`src/rtl/pwm_evt_pkg.sv`:
```
package pwm_evt_pkg;

   localparam int NUM_PROT = 5;
   localparam int IRQ_W    = 2;
   localparam int TRG_W    = 3;
   localparam int UPD_W    = 2;
   localparam int CFG_REG_W = UPD_W + TRG_W + NUM_PROT + IRQ_W;
   localparam int MAN_BIT  = CFG_REG_W;
   localparam int CFG_W    = CFG_REG_W + 1;

   typedef enum logic [IRQ_W-1:0] {
      IRQ_EOC  = 2'd0,
      IRQ_CMPA = 2'd1,
      IRQ_ADC  = 2'd2,
      IRQ_OFF  = 2'd3
   } irq_sel_e;

   typedef enum logic [UPD_W-1:0] {
      UPD_MANUAL = 2'd0,
      UPD_DUTY   = 2'd1,
      UPD_PHASE  = 2'd2,
      UPD_PERIOD = 2'd3
   } upd_sel_e;

   typedef struct packed {
      upd_sel_e              upd_sel;
      logic [TRG_W-1:0]      trg_sel;
      logic [NUM_PROT-1:0]   prot_en;
      irq_sel_e              irq_sel;
   } cfg_t;

endpackage

```
`src/rtl/pwm_evt_irq.sv`:
```
module pwm_evt_irq
   import pwm_evt_pkg::*;
#(
   parameter int NUM_CMP = 6
) (
   input  logic                clk_i,
   input  logic                rst_ni,
   input  irq_sel_e            sel_i,
   input  logic [NUM_PROT-1:0] prot_en_i,
   input  logic                eoc_i,
   input  logic                cmpa_i,
   input  logic                adc_i,
   input  logic [NUM_PROT-1:0] prot_i,
   output logic                irq_o
);

   generate
      if (NUM_CMP < 1) begin : g_bad_cmp
         $error("pwm_evt_irq: NUM_CMP must be at least 1");
      end
   endgenerate

   logic tb_hit;
   logic prot_hit;
   logic irq_q;

   always_comb begin
      unique case (sel_i)
         IRQ_EOC:  tb_hit = eoc_i;
         IRQ_CMPA: tb_hit = cmpa_i;
         IRQ_ADC:  tb_hit = adc_i;
         default:  tb_hit = 1'b0;
      endcase
   end

   assign prot_hit = |(prot_i & prot_en_i);

   always_ff @(posedge clk_i or negedge rst_ni) begin
      if (!rst_ni) irq_q <= 1'b0;
      else         irq_q <= tb_hit | prot_hit;
   end

   assign irq_o = irq_q;


   irq_off_quiet_chk: assert property (@(posedge clk_i) disable iff (!rst_ni)
      (sel_i == IRQ_OFF && (prot_i & prot_en_i) == '0) |=> !irq_o);


   irq_eoc_fire_chk: assert property (@(posedge clk_i) disable iff (!rst_ni)
      (sel_i == IRQ_EOC && eoc_i) |=> irq_o);


   irq_prot_fire_chk: assert property (@(posedge clk_i) disable iff (!rst_ni)
      ((prot_i & prot_en_i) != '0) |=> irq_o);

endmodule

```
`src/rtl/pwm_evt_trg.sv`:
```
module pwm_evt_trg
   import pwm_evt_pkg::*;
#(
   parameter int NUM_CMP = 6
) (
   input  logic               clk_i,
   input  logic               rst_ni,
   input  logic [TRG_W-1:0]   sel_i,
   input  logic               eoc_i,
   input  logic [NUM_CMP-1:0] cmp_i,
   output logic               trg_o
);

   localparam int NUM_CODE = 2 ** TRG_W;
   localparam int LAST_VALID = NUM_CMP;

   generate
      if (NUM_CMP + 1 > NUM_CODE) begin : g_bad_width
         $error("pwm_evt_trg: too many compare events for the select width");
      end
   endgenerate

   logic [NUM_CODE-1:0] src;

   generate
      for (genvar g = 0; g < NUM_CODE; g++) begin : g_src
         if (g == 0) begin : g_eoc
            assign src[g] = eoc_i;
         end else if (g <= NUM_CMP) begin : g_cmp
            assign src[g] = cmp_i[g-1];
         end else begin : g_rsv
            assign src[g] = 1'b0;
         end
      end
   endgenerate

   logic trg_q;

   always_ff @(posedge clk_i or negedge rst_ni) begin
      if (!rst_ni) trg_q <= 1'b0;
      else         trg_q <= src[sel_i];
   end

   assign trg_o = trg_q;


   trg_reserved_quiet_chk: assert property (@(posedge clk_i) disable iff (!rst_ni)
      (int'(sel_i) > LAST_VALID) |=> !trg_o);


   trg_eoc_fire_chk: assert property (@(posedge clk_i) disable iff (!rst_ni)
      (sel_i == '0 && eoc_i) |=> trg_o);

endmodule

```
`src/rtl/pwm_evt_upd.sv`:
```
module pwm_evt_upd
   import pwm_evt_pkg::*;
(
   input  logic     clk_i,
   input  logic     rst_ni,
   input  upd_sel_e sel_i,
   input  logic     manual_i,
   input  logic     wr_duty_i,
   input  logic     wr_mduty_i,
   input  logic     wr_phase_i,
   input  logic     wr_mphase_i,
   input  logic     wr_mper_i,
   input  logic     wr_cmpa_i,
   input  logic     msel_duty_i,
   input  logic     msel_phase_i,
   input  logic     msel_per_i,
   output logic     upd_o
);

   logic wr_hit;
   logic upd_q;

   always_comb begin
      unique case (sel_i)
         UPD_DUTY:   wr_hit = msel_duty_i  ? wr_mduty_i  : wr_duty_i;
         UPD_PHASE:  wr_hit = msel_phase_i ? wr_mphase_i : wr_phase_i;
         UPD_PERIOD: wr_hit = msel_per_i   ? wr_mper_i   : wr_cmpa_i;
         default:    wr_hit = 1'b0;
      endcase
   end

   always_ff @(posedge clk_i or negedge rst_ni) begin
      if (!rst_ni) upd_q <= 1'b0;
      else         upd_q <= wr_hit | manual_i;
   end

   assign upd_o = upd_q;


   upd_manual_only_chk: assert property (@(posedge clk_i) disable iff (!rst_ni)
      (sel_i == UPD_MANUAL && !manual_i) |=> !upd_o);


   upd_duty_fire_chk: assert property (@(posedge clk_i) disable iff (!rst_ni)
      (sel_i == UPD_DUTY && msel_duty_i && wr_mduty_i) |=> upd_o);

endmodule

```
`src/rtl/pwm_evt_router.sv`:
```
module pwm_evt_router
   import pwm_evt_pkg::*;
#(
   parameter int NUM_CMP = 6
) (
   input  logic                clk_i,
   input  logic                rst_ni,
   input  logic                cfg_we_i,
   input  logic [CFG_W-1:0]    cfg_wdata_i,
   input  logic                eoc_i,
   input  logic [NUM_CMP-1:0]  cmp_evt_i,
   input  logic                adc_trg1_i,
   input  logic [NUM_PROT-1:0] prot_evt_i,
   input  logic                wr_duty_i,
   input  logic                wr_mduty_i,
   input  logic                wr_phase_i,
   input  logic                wr_mphase_i,
   input  logic                wr_mper_i,
   input  logic                wr_cmpa_i,
   input  logic                msel_duty_i,
   input  logic                msel_phase_i,
   input  logic                msel_per_i,
   output logic                irq_o,
   output logic                trg_o,
   output logic                upd_o
);

   cfg_t cfg_q;
   logic manual_q;

   always_ff @(posedge clk_i or negedge rst_ni) begin
      if (!rst_ni) begin
         cfg_q    <= '0;
         manual_q <= 1'b0;
      end else begin
         if (cfg_we_i) cfg_q <= cfg_t'(cfg_wdata_i[CFG_REG_W-1:0]);
         manual_q <= cfg_we_i & cfg_wdata_i[MAN_BIT];
      end
   end

   pwm_evt_irq #(.NUM_CMP(NUM_CMP)) u_irq (
      .clk_i     (clk_i),
      .rst_ni    (rst_ni),
      .sel_i     (cfg_q.irq_sel),
      .prot_en_i (cfg_q.prot_en),
      .eoc_i     (eoc_i),
      .cmpa_i    (cmp_evt_i[0]),
      .adc_i     (adc_trg1_i),
      .prot_i    (prot_evt_i),
      .irq_o     (irq_o)
   );

   pwm_evt_trg #(.NUM_CMP(NUM_CMP)) u_trg (
      .clk_i  (clk_i),
      .rst_ni (rst_ni),
      .sel_i  (cfg_q.trg_sel),
      .eoc_i  (eoc_i),
      .cmp_i  (cmp_evt_i),
      .trg_o  (trg_o)
   );

   pwm_evt_upd u_upd (
      .clk_i        (clk_i),
      .rst_ni       (rst_ni),
      .sel_i        (cfg_q.upd_sel),
      .manual_i     (manual_q),
      .wr_duty_i    (wr_duty_i),
      .wr_mduty_i   (wr_mduty_i),
      .wr_phase_i   (wr_phase_i),
      .wr_mphase_i  (wr_mphase_i),
      .wr_mper_i    (wr_mper_i),
      .wr_cmpa_i    (wr_cmpa_i),
      .msel_duty_i  (msel_duty_i),
      .msel_phase_i (msel_phase_i),
      .msel_per_i   (msel_per_i),
      .upd_o        (upd_o)
   );


   manual_issue_chk: assert property (@(posedge clk_i) disable iff (!rst_ni)
      manual_q |=> upd_o);


   manual_selfclear_chk: assert property (@(posedge clk_i) disable iff (!rst_ni)
      (manual_q && !cfg_we_i) |=> !manual_q);

endmodule

```
`config.mk`:
```
export PLATFORM = sky130hd
export DESIGN_NAME = pwm_evt_router
export DESIGN_NICKNAME = d
export VERILOG_FILES = /design/src/rtl/pwm_evt_pkg.sv /design/src/rtl/pwm_evt_irq.sv /design/src/rtl/pwm_evt_trg.sv /design/src/rtl/pwm_evt_upd.sv /design/src/rtl/pwm_evt_router.sv
export SDC_FILE = /design/constraint.sdc
export NUM_CORES = 1
export LEC_CHECK = 0
export ABC_AREA = 1
export BUFFER_PORTS_ARGS = -buffer_cell sky130_fd_sc_hd__buf_2
export CAP_MARGIN = 20
export CORE_MARGIN = 3
export CORE_UTILIZATION = 44
export DETAILED_ROUTE_END_ITERATION = 12
export GPL_TIMING_DRIVEN = 0
export PLACE_DENSITY_LB_ADDON = 0.12
export SETUP_SLACK_MARGIN = 0.1
export SYNTH_ARGS = -nofsm -noshare
export SYNTH_HDL_FRONTEND = slang
export SYNTH_SLANG_ARGS = --single-unit
```
`constraint.sdc`:
```
create_clock -name clk_i -period 1.1 [get_ports clk_i]
set_input_delay 0.055 -clock clk_i [delete_from_list [all_inputs] [get_ports clk_i]]
set_output_delay 0.055 -clock clk_i [all_outputs]
set_load 0.01 [all_outputs]
```
== Word-level counts from Yosys, hierarchy flattened ==
Cells that the tools add are included.
Storage, ports and cells
  register bits after elaboration: 16
  latch bits: 0
  RAM bits: 0
  ROM bits: 0
  output and inout port bits: 3
  word-level logic and storage cells: 27
  memories kept: 0
Cells by class
  add/subtract/negate cells: 0
  multipliers: 0
  divide/modulo/power cells: 0
  order comparisons: 1
  equality and inequality tests: 5
  shift-type cells: 0
  multiplexer cells: 7
  bitwise operators: 4
  reduce and logical (&&, ||, !) cells: 2
Operators by type and width (count)
  == test 2 bit (second input constant): 3
  one-hot mux 1 bit (3 select lines): 2
  bitwise AND 5 bit: 1
  OR reduction 5 bit: 1
  == test 2 x 1 -> 1 bit (second input constant): 2
  less-than comparator 3 x 4 -> 1 bit (second input constant): 1
  two-way mux 1 bit: 4
  binary-select mux 1 bit (select 3 bit): 1
  zero test 2 bit: 1
  bitwise OR 1 bit: 2
  bitwise AND 1 bit: 1

== Depth between registers and ports, before layout ==
  word-level depth: 3
  gate-level depth with buffers: 7
  gate-level depth less buffers: 7

== Hierarchy ==
A second synthesis with hierarchy kept.
Second synthesis, totals
  cells, all modules: 124
  area total of the unflattened synthesis: 834.6 µm²
By module, submodules not included
  pwm_evt_router: instances 1, cells each 54, area an instance 490.5 µm², sequential area each 325.3 µm²
  pwm_evt_trg: instances 1, cells each 25, area an instance 120.1 µm², sequential area each 25.0 µm²
  pwm_evt_upd: instances 1, cells each 25, area an instance 118.9 µm², sequential area each 25.0 µm²
  pwm_evt_irq: instances 1, cells each 20, area an instance 105.1 µm², sequential area each 25.0 µm²

== Least setup slack after synthesis ==
OpenSTA, ideal clock, no wires.
  path type: register -> register
  start: register cfg_q[7] (netlist bit)
  end: register u_trg.trg_q (netlist: u_trg.trg_o)
  library setup time: 0.116 ns
  arrival time: 0.691 ns
  data required time: 0.984 ns
  path slack: 0.292 ns
  stages on the path, launching flop included: 7
  path buffers: 0
  path through: dfrtp_1 -> inv_2 -> nand2_1 -> nand3_1 -> nand2_1 -> nand2_1 -> nand2_1
Between the ends
  word-level cells in the longest chain between the ends: 2
RTL lines
  from (decl): RTL line pwm_evt_router.sv:28  | cfg_t cfg_q;
  from (signal assigned): RTL line pwm_evt_router.sv:36  | if (cfg_we_i) cfg_q <= cfg_t'(cfg_wdata_i[CFG_REG_W-1:0]);
  binary-select mux 1 bit (select 3 bit): RTL line pwm_evt_trg.sv:41  | else trg_q <= src[sel_i];
  two-way mux 1 bit (implied by the code): RTL line pwm_evt_trg.sv:41
  to (signal assigned): RTL line pwm_evt_trg.sv:41
  to (decl): RTL line pwm_evt_trg.sv:37  | logic trg_q;
No other way between the ends. The select of a mux whose other input is x is not followed.
A chain may end at the register's enable or synchronous reset.

== Worst setup path in the final report ==
Ends and elaborated chain as after synthesis.

==> out/metrics.cfg <==
[status]
status=completed

[global_route]
antenna_found_initial=0
grt_max_degree=17
grt_pass1_vias=763
grt_pass1_wl_um=3070
grt_use_total_pct=16.02
grt_remaining_overflow=0

[synth]
syn_inst=99
ys_async_sr_fraction_pct=100.0
synthTopCellsByCount=34 x nand2_1, 19 x inv_1, 16 x dfrtp_1, 6 x mux2_4, 6 x nand3_1
syn-cell-area_um2=832.0
synth-main-ff-cell=dfrtp_1
ys_seq_elements=16
synth_top_area_share_pct=48.12
ys_warn_count=0
synth_nets=137
synth_most_common_cell=nand2_1
ys_seq_area_share_pct=48.12
ys_types=12
synth_edf_count=0
postSynthAreaPerCell_um2=8.405
yosys.area.top_type=dfrtp_1
synth.area.top_cells=dfrtp_1 48%, nand2_1 15%, mux2_4 11%, inv_1 8.6%, nand3_1 3.6%

[flow_run]
maxCapViolations=0

[min_path]
hp-class=primary input to flip-flop

[clock_tree]
tritoncts=yes
cts_setup_buffers=0
clk_pin_slew_worst_paths_ns=0.09
cts_sinks=16
cts_buffers=3
cts_max_level=1
cts.path.max_buffers=2
clock_latency_ns=0.27
cts_root_buffer=clkbuf_4

[timing]
rsz0062_at_grt=false
fin_skew_ns=0.002091
timing.slew.headroom_pct=76.07
fin_ws_ns=0.2147
setup_viol=0
maxSlewViolCount=0
finalCriticalPeriod_ns=0.8853
worstMarginPinSlew_ns=0.3589
fin_crit_sh_pct=80.49
setup_tns_ns=0
hold_viol=0
fmax_ghz=1.130

[drt]
drt-initial-drc-count=9
via_count=791
totalWireLength_um=1767
dr_wl_met3_um=111
antenna_left=0
wirelength_met1_um=758
drc=0
wl_met2_um=886
wl_per_cell_um=9.872
top_layer=met4
dr.pass1.iters=4
viasPerCell=4.419

[setup_path]
required_ns=1.28
r2r_slack_ns=0.21
rr_endpoint=u_trg.trg_o
crit_end=u_trg.trg_o
critPathArrivalTime_ns=1.06
rr_startpoint=cfg_q[7]
rr_worst_depth=6
critPathKind=flip-flop to flip-flop
critPathMaxFanout=5
crit_path_end_kind=flip-flop
crit_path_start_kind=flip-flop
critPathLaunch=cfg_q[7]

[cells_and_area]
area_delta_synth_final_pct=45.56
diodes=0
finalNonFillerCells=179
final_nets=194
drive_gt1_share_pct=35.06

[floorplan]
die_w_um=49.49
core_um2=1764
placementRows=15
die_area_um2=2449
initial_utilization_pct=47.16
num_io_pins=41
die_y_um=49.49

[placed_design]
dp_cells=163
pre_cts_ws_ns=0.2249
dp_hpwl_um=1328
gp_congestion=0.7694
io_buffer_count=39

[power]
total_leakage_power_nw=0.7043
peakVddDrop_v=0.0007299
power.density_nw_per_um2=1059
p_total_mw=1.282

## final cells by class
| cell class | instances | area [um^2] |
|---|---|---|
| Buffer | 2 | 26.28 |
| Inverter | 20 | 75.07 |
| Tap cell | 25 | 31.28 |
| Clock buffer | 3 | 22.52 |
| Sequential cell | 16 | 400.4 |
| Fill cell | 174 | 553.0 |
| Multi-Input combinational cell | 61 | 330.3 |
| Timing Repair Buffer | 52 | 325.3 |
## flip-flops by register name (all words and copies together), names as in the netlist
register,flops
manual_q,1
u_irq.irq_o,1
u_trg.trg_o,1
cfg_q,12
u_upd.upd_o,1
## critical path, cell delays in order (launching register included)
cell	delay, ns
dfrtp_1	0.42
inv_2	0.10
nand2_1	0.06
nand3_1	0.06
nand2_1	0.05
nand2_1	0.05
nand2_1	0.04
## how the worst min path moves through the flow
stage	from	end	slack, ns	cells past startpoint
floorplan	rst_ni	cfg_q[0]	-0.24	0
global placement	rst_ni	u_upd.upd_o	-0.01	1
detailed placement	rst_ni	u_upd.upd_o	-0.01	1
CTS	cfg_wdata_i[2]	cfg_q[2]	0.004	2
global route	cfg_wdata_i[2]	cfg_q[2]	0.01	2
finish	cfg_wdata_i[2]	cfg_q[2]	0.01	2
## layout by cell type (no fill, tap or decap), drive strengths merged
| cell | Yosys | final |
|---|---|---|
| inv | 20 | 20 |
| dlygate4sd3 | 0 | 13 |
| clkbuf | 0 | 3 |
| dfrtp | 16 | 16 |
| nor2 | 3 | 3 |
| o21ai | 8 | 8 |
| a21oi | 4 | 4 |
| mux2 | 6 | 6 |
| nand3 | 6 | 6 |
| buf | 2 | 41 |
| nand2 | 34 | 34 |
## timing repair
item,in CTS,in global routing
hold buffers,13,0
hold endpoints to repair,28,0
setup endpoints to repair,0,0
gates resized for setup,0,0
## logic make-up (layout without fill, tap and decap cells)
group / after synthesis / after routing / synth area share [%]
AND/OR/NAND/NOR: 43 / 43 / 20.30
buffers and inverters: 22 / 77 / 12.18
flip-flops: 16 / 16 / 48.12
AO/OA/AOI/OAI: 12 / 12 / 8.572
multiplexers: 6 / 6 / 10.83
## power breakdown
group / internal (mW) / switching (mW) / total, mW
logic: 0.173 / 0.134 / 0.307
clock network: 0.127 / 0.171 / 0.297
registers: 0.647 / 0.0314 / 0.678
total: 0.946 / 0.336 / 1.28
## through the flow
step	utilization, %	hold WS (ns)	instance area [um^2]
floorplan	-	-0.2406	832.0
global placement	60.00	-0.01415	1059
detailed placement	60.00	-0.01223	1059
CTS	68.65	0.003503	1211
global route	68.65	0.01099	1211
finish	68.65	0.01084	1211
## metal layers
metal	vias up	GRT usage, %
met3	2	3.021
met5	-	0
met4	0	5.530
met1	354	19.96
li1	412	-
met2	23	27.68
Note: power is estimated with default switching activity, not from simulation.
